File: config.mk
export PLATFORM = sky130hd
export DESIGN_NAME = bus_capture_unit
export DESIGN_NICKNAME = d
export VERILOG_FILES = /design/src/rtl/bcu_pkg.sv /design/src/rtl/bcu_sync.sv /design/src/rtl/bcu_debounce.sv /design/src/rtl/bcu_slot.sv /design/src/rtl/bus_capture_unit.sv
export SDC_FILE = /design/constraint.sdc
export NUM_CORES = 1
export LEC_CHECK = 0
export BUFFER_PORTS_ARGS = -buffer_cell sky130_fd_sc_hd__buf_2
export CAP_MARGIN = 10
export CORE_MARGIN = 3
export CORE_UTILIZATION = 31
export DETAILED_ROUTE_END_ITERATION = 7
export SETUP_SLACK_MARGIN = 0.02
export SYNTH_ARGS = -nofsm -noshare
export SYNTH_HDL_FRONTEND = slang
export SYNTH_HIERARCHICAL = 1
export SYNTH_SLANG_ARGS = --single-unit
File: constraint.sdc
create_clock -name clk -period 2 [get_ports clk]
set_input_delay 0 -clock clk [delete_from_list [all_inputs] [get_ports clk]]
set_output_delay 0 -clock clk [all_outputs]
set_load 0.005 [all_outputs]
File: src/rtl/bcu_pkg.sv
package bcu_pkg;

    localparam int ADDR_W = 16;
    localparam int DATA_W = 8;
    localparam int SLOTS  = 2;
    localparam int CODE_W = 3;

    typedef enum logic [CODE_W-1:0] {
        TRIG_FOLLOW = 3'd0,
        TRIG_MEM_RD = 3'd1,
        TRIG_MEM_WR = 3'd2,
        TRIG_IO_RD  = 3'd3,
        TRIG_IO_WR  = 3'd4,
        TRIG_FETCH  = 3'd5,
        TRIG_OFF_A  = 3'd6,
        TRIG_OFF_B  = 3'd7
    } trig_e;

    // strobes after inversion: 1 means asserted
    typedef struct packed {
        logic mreq;
        logic iorq;
        logic rd;
        logic wr;
        logic m1;
    } strobe_t;

    typedef struct packed {
        logic [ADDR_W-1:0] addr;
        logic [DATA_W-1:0] data;
    } snap_t;

    typedef struct packed {
        strobe_t stb;
        snap_t   bus;
    } busview_t;

    localparam int BUSVIEW_W = $bits(busview_t);

    function automatic logic event_active(trig_e code, strobe_t s);
        logic hit;
        case (code)
            TRIG_MEM_RD: hit = s.mreq & s.rd;
            TRIG_MEM_WR: hit = s.mreq & s.wr;
            TRIG_IO_RD:  hit = s.iorq & s.rd;
            TRIG_IO_WR:  hit = s.iorq & s.wr;
            TRIG_FETCH:  hit = s.m1 & s.mreq;
            default:     hit = 1'b0;
        endcase
        return hit;
    endfunction

endpackage

File: src/rtl/bcu_sync.sv
module bcu_sync #(
    parameter int          WIDTH   = 1,
    parameter logic [WIDTH-1:0] RST_VAL = '0
) (
    input  logic             clk,
    input  logic             rst_n,
    input  logic [WIDTH-1:0] d_in,
    output logic [WIDTH-1:0] d_out
);

    typedef struct packed {
        logic [WIDTH-1:0] stage1;
        logic [WIDTH-1:0] stage2;
    } sync_st_t;

    sync_st_t st_d, st_q;

    always_comb begin
        st_d        = st_q;
        st_d.stage1 = d_in;
        st_d.stage2 = st_q.stage1;
    end

    always_ff @(posedge clk or negedge rst_n) begin
        if (!rst_n) begin
            st_q.stage1 <= RST_VAL;
            st_q.stage2 <= RST_VAL;
        end else begin
            st_q <= st_d;
        end
    end

    assign d_out = st_q.stage2;

endmodule

File: src/rtl/bcu_debounce.sv
module bcu_debounce #(
    parameter int CYCLES = 16
) (
    input  logic clk,
    input  logic rst_n,
    input  logic raw_in,
    output logic level,
    output logic press
);

    localparam int CNT_W = $clog2(CYCLES + 1);
    localparam logic [CNT_W-1:0] LAST = CNT_W'(CYCLES - 1);

    typedef struct packed {
        logic             s1;
        logic             s2;
        logic             stable;
        logic [CNT_W-1:0] cnt;
    } deb_st_t;

    deb_st_t st_d, st_q;
    logic    press_c;

    always_comb begin
        st_d    = st_q;
        press_c = 1'b0;
        st_d.s1 = raw_in;
        st_d.s2 = st_q.s1;
        if (st_q.s2 == st_q.stable) begin
            st_d.cnt = '0;
        end else if (st_q.cnt == LAST) begin
            st_d.stable = st_q.s2;
            st_d.cnt    = '0;
            press_c     = st_q.s2;
        end else begin
            st_d.cnt = st_q.cnt + 1'b1;
        end
    end

    always_ff @(posedge clk or negedge rst_n) begin
        if (!rst_n) begin
            st_q <= '0;
        end else begin
            st_q <= st_d;
        end
    end

    assign level = st_q.stable;
    assign press = press_c;

endmodule

File: src/rtl/bcu_slot.sv
module bcu_slot
    import bcu_pkg::*;
(
    input  logic    clk,
    input  logic    rst_n,
    input  trig_e   code,
    input  strobe_t stb,
    input  snap_t   bus,
    output snap_t   cap,
    output logic    valid
);

    typedef struct packed {
        logic  was_active;
        snap_t held;
        snap_t cap;
        logic  valid;
    } slot_st_t;

    slot_st_t st_d, st_q;
    logic     active;

    always_comb begin
        st_d            = st_q;
        active          = event_active(code, stb);
        st_d.was_active = active;
        if (active) begin
            st_d.held = bus;
        end
        if (code == TRIG_FOLLOW) begin
            st_d.cap   = bus;
            st_d.valid = 1'b1;
        end else if (st_q.was_active && !active) begin
            // trailing edge: store what was seen during the event
            st_d.cap   = st_q.held;
            st_d.valid = 1'b1;
        end
    end

    always_ff @(posedge clk or negedge rst_n) begin
        if (!rst_n) begin
            st_q <= '0;
        end else begin
            st_q <= st_d;
        end
    end

    assign cap   = st_q.cap;
    assign valid = st_q.valid;

endmodule

File: src/rtl/bus_capture_unit.sv
module bus_capture_unit
    import bcu_pkg::*;
#(
    parameter int DEBOUNCE_CYCLES = 16
) (
    input  logic              clk,
    input  logic              rst_n,
    input  logic              mreq_n,
    input  logic              iorq_n,
    input  logic              rd_n,
    input  logic              wr_n,
    input  logic              m1_n,
    input  logic [ADDR_W-1:0] bus_addr,
    input  logic [DATA_W-1:0] bus_data,
    input  logic [CODE_W-1:0] trig_sel0,
    input  logic [CODE_W-1:0] trig_sel1,
    input  logic              view_btn,
    output logic [ADDR_W-1:0] disp_addr,
    output logic [DATA_W-1:0] disp_data,
    output logic              disp_valid,
    output logic              disp_sel
);

    busview_t              raw_view;
    busview_t              sync_view;
    logic [BUSVIEW_W-1:0]  sync_bits;
    logic [CODE_W-1:0]     slot_code [SLOTS];
    snap_t [SLOTS-1:0]     slot_cap;
    logic  [SLOTS-1:0]     slot_valid;
    logic                  btn_level;
    logic                  press_pulse;

    typedef struct packed {
        logic view;
    } top_st_t;

    top_st_t st_d, st_q;

    always_comb begin
        raw_view.stb.mreq = ~mreq_n;
        raw_view.stb.iorq = ~iorq_n;
        raw_view.stb.rd   = ~rd_n;
        raw_view.stb.wr   = ~wr_n;
        raw_view.stb.m1   = ~m1_n;
        raw_view.bus.addr = bus_addr;
        raw_view.bus.data = bus_data;
    end

    bcu_sync #(
        .WIDTH   (BUSVIEW_W),
        .RST_VAL ('0)
    ) i_bus_sync (
        .clk   (clk),
        .rst_n (rst_n),
        .d_in  (raw_view),
        .d_out (sync_bits)
    );

    assign sync_view    = busview_t'(sync_bits);
    assign slot_code[0] = trig_sel0;
    assign slot_code[1] = trig_sel1;

    for (genvar g = 0; g < SLOTS; g++) begin : g_slot
        bcu_slot i_slot (
            .clk   (clk),
            .rst_n (rst_n),
            .code  (trig_e'(slot_code[g])),
            .stb   (sync_view.stb),
            .bus   (sync_view.bus),
            .cap   (slot_cap[g]),
            .valid (slot_valid[g])
        );
    end

    bcu_debounce #(
        .CYCLES (DEBOUNCE_CYCLES)
    ) i_view_deb (
        .clk    (clk),
        .rst_n  (rst_n),
        .raw_in (view_btn),
        .level  (btn_level),
        .press  (press_pulse)
    );

    always_comb begin
        st_d      = st_q;
        st_d.view = st_q.view ^ press_pulse;
    end

    always_ff @(posedge clk or negedge rst_n) begin
        if (!rst_n) begin
            st_q <= '0;
        end else begin
            st_q <= st_d;
        end
    end

    assign disp_sel   = st_q.view;
    assign disp_addr  = slot_cap[st_q.view].addr;
    assign disp_data  = slot_cap[st_q.view].data;
    assign disp_valid = slot_valid[st_q.view];

endmodule

==> results.toml <==
[pwr]
p_sw_mw = 2.45
pwr-share-seq_pct = 46.0
power_frac_comb_pct = 19.2
swShare_pct = 25.0
p_leak_nw = 3.67
ir_drop_uv = 500
total_power_mw = 9.80
internal-power_mw = 7.34
pwr-share-clk_pct = 34.8
powerDensity_nw_per_um2 = 1170

[setup_path]
crit_path_start = "disp_sel"
critPathBufInv = 2
timing.rr.start = "i_bus_sync/d_out[26]"
r2r_setup_slack_ns = 0.18
critPathLaunchType = "flop"
reg2reg_to = "g_slot[1].i_slot/st_q[39]"
end_kind = "output pin"
cp-endpoint = "disp_data[2]"
cp_cell_sequence = "buf_12 > mux2_4 > buf_2"
reg2reg_depth = 5
arrival_ns = 1.89
max_stage_delay_ns = 0.77
critPathTopFamily = "flip-flops"
critPathMaxFanout = 18
crit_type = "reg -> out"
cp.depth = 3
crit_required_ns = 2.00
cp_slowest_cell = "dfrtp_2"

[cells_and_area]
final-instance-count-excl-fill = 805
final_layout_size_suffix_gt1_share_pct = 55.0
syn_to_final_growth_pct = 18.6
fin_nets = 551
diodes = 0

[clocking]
cts-root-buf = "clkbuf_16"
cts_tree = "done"
insertion_delay_ns = 0.43
clk_path_buf_depth = 2
clkSlewWorstSetupHoldPaths_ns = 0.07
cts_made_buffers = 17
cts_setup_buffers = 0
cts.sinks = 167
h-tree-depth = 4

[detailed_routing]
route.met2.wl_um = 6640
drc = 0
dr_wl_met3_um = 501
num_vias = 3590
antenna_left = 0
wirelength_um = 13200
routedWlPerCell_um = 16.4
drt-vias-per-instance = 4.46
wl_met1_um = 5960
dr.first_iter.drc_count = 134
drt_pass1_iterations = 4
highest_layer = "met4"

[timing]
finalWorstSetupSlack_ns = 0.105
slew_violations = 0
fmax_mhz = 528
rsz0062_at_grt = "no"
period_minus_slack_ns = 1.89
tns_ns = 0
hold_violations = 0
worst_pin_slew_ns = 0.620
slew_headroom_pct = 58.6
worst_clock_skew_ns = 0.00480
setup_viol_count_final = 0
fin_crit_sh_pct = 94.7

[synth]
yosysTopAreaCellShare_pct = 59.4
syn-instance-count = 449
synth-edff-count = 0
synth_most_common_cell = "dfrtp_1"
synth-main-ff-cell = "dfrtp_1"
synth_top_cell_by_area = "dfrtp_1"
yosysSeqAreaShare_pct = 59.4
syn_area_um2 = 7030
syn_nets = 488
synth_commonest_cells = "dfrtp_1, mux2_2, buf_4"
synth_cell_type_count = 29
synth.ff_latch_count = 167
ys_top_cells_by_area = "dfrtp_1, mux2_2, buf_4, mux2_4, buf_6"
yosysWarnings = 6
syn_avg_cell_area_um2 = 15.7
synthArstFlopShare_pct = 100

[global_routing]
grt_pass1_vias = 3940
grt_pass1_wl_um = 21400
antenna_found_initial = 0
grt_max_degree = 65
gr-total-overflow = 0
track_usage_pct = 11.5

[run]
maxCapViolCount = 0

[run_status]
outcome = "completed"

[placed_design]
place_inst = 742
dp_hpwl_um = 8410
gp_congestion = 0.688
port_buffers = 63
place_ws_ns = 0.120

[floorplanning]
coreArea_um2 = 22000
die_w_um = 157
io_pins = 64
die_area_um2 = 24500
fp-row-count = 54
start_util_pct = 31.9
die_h_um = 157

[worst_hold_path]
min_path_type = "in -> async"
-- layer usage --
layer  vias up  GRT usage [%]
met3        11           3.73
li1       1634              -
met4         0           3.25
met2        50           19.0
met5         -              0
met1      1895           14.5
-- worst min-delay path by stage --
stage	start	endpoint	slack, ns	cells after the start
6_report	rst_n	g_slot[1].i_slot/st_q[28]	0.14	2
5_1_grt	rst_n	g_slot[1].i_slot/st_q[28]	0.19	2
4_1_cts	rst_n	i_bus_sync/d_out[3]	0.15	2
3_5_place_dp	rst_n	i_bus_sync/d_out[3]	0.04	1
3_3_place_gp	rst_n	i_bus_sync/st_d[3]	0.04	1
2_1_floorplan	rst_n	disp_sel	-0.30	0
-- through the flow --
| step | hold WS, ns | area (um2) | utilization, % |
|---|---|---|---|
| detailed placement | 0.0424 | 7410 | 33.6 |
| global route | 0.189 | 8340 | 37.9 |
| finish | 0.142 | 8340 | 37.9 |
| floorplan | -0.296 | 7030 | - |
| CTS | 0.151 | 8330 | 37.8 |
| global placement | 0.0375 | 7410 | 33.6 |
-- cell usage in the layout, fill, tap and decap left out, types with 2 or more instances in the layout --
| master | count |
|---|---|
| nor2_1 | 5 |
| mux2_4 | 19 |
| dfrtp_1 | 166 |
| bufinv_16 | 3 |
| nand2b_1 | 4 |
| buf_12 | 7 |
| inv_8 | 2 |
| nor3_4 | 2 |
| clkinv_2 | 2 |
| clkbuf_16 | 17 |
| clkinv_4 | 3 |
| buf_2 | 62 |
| dlygate4sd3_1 | 31 |
| o21ai_0 | 2 |
| nand3b_1 | 2 |
| nand2_1 | 2 |
| a21oi_4 | 2 |
| mux2_1 | 3 |
| inv_6 | 4 |
| inv_1 | 10 |
| mux2_2 | 148 |
| nand4b_1 | 2 |
| xor2_1 | 4 |
| o21ai_1 | 2 |
| buf_4 | 6 |
| a32oi_4 | 2 |
-- kinds of logic (layout without fill, tap and decap cells) --
| logic type | Yosys count | after routing | synth area share (%) |
|---|---|---|---|
| flops | 167 | 167 | 59.4 |
| fa+ha+maj | 1 | 1 | 0.178 |
| buf+inv | 73 | 149 | 7.60 |
| compound gates | 11 | 11 | 1.87 |
| simple gates | 23 | 23 | 2.21 |
| xor+xnor | 4 | 4 | 0.498 |
| mux | 170 | 170 | 28.2 |
-- registers in the layout, indices dropped and copies added (netlist names) --
name                 count
i_bus_sync/st_d         29
i_bus_sync/d_out        29
i_view_deb/st_q          6
g_slot.i_slot/st_q      50
g_slot.i_slot/cap       48
i_view_deb/st_d          1
g_slot.i_slot/valid      2
disp_sel                 1
i_view_deb/level         1
-- area by class of cell --
type / count / area [um2]
clock buffers: 17 / 425
clock inverters: 15 / 191
fillers: 2106 / 13700
inverters: 10 / 37.5
multi-input cells: 209 / 2340
flip-flops and latches: 167 / 4180
well taps: 280 / 350
repair buffers: 107 / 817
-- repair_timing --
| action | in CTS | in global routing |
|---|---|---|
| endpoints found under the setup margin | 0 | 24 |
| gates resized for setup | 0 | 1 |
| hold buffers | 31 | 0 |
| endpoints found under the hold margin | 92 | 0 |
-- power by group through the flow --
stage	Clock, mW	Combinational, mW	Sequential, mW
floorplan	0	1.85	4.44
global placement	0	1.82	4.51
detailed placement	0	1.88	4.57
CTS	3.52	1.94	4.51
global route	3.67	2.08	4.60
finish	3.40	1.88	4.51
No activity file was read; power rests on OpenSTA's default activity.
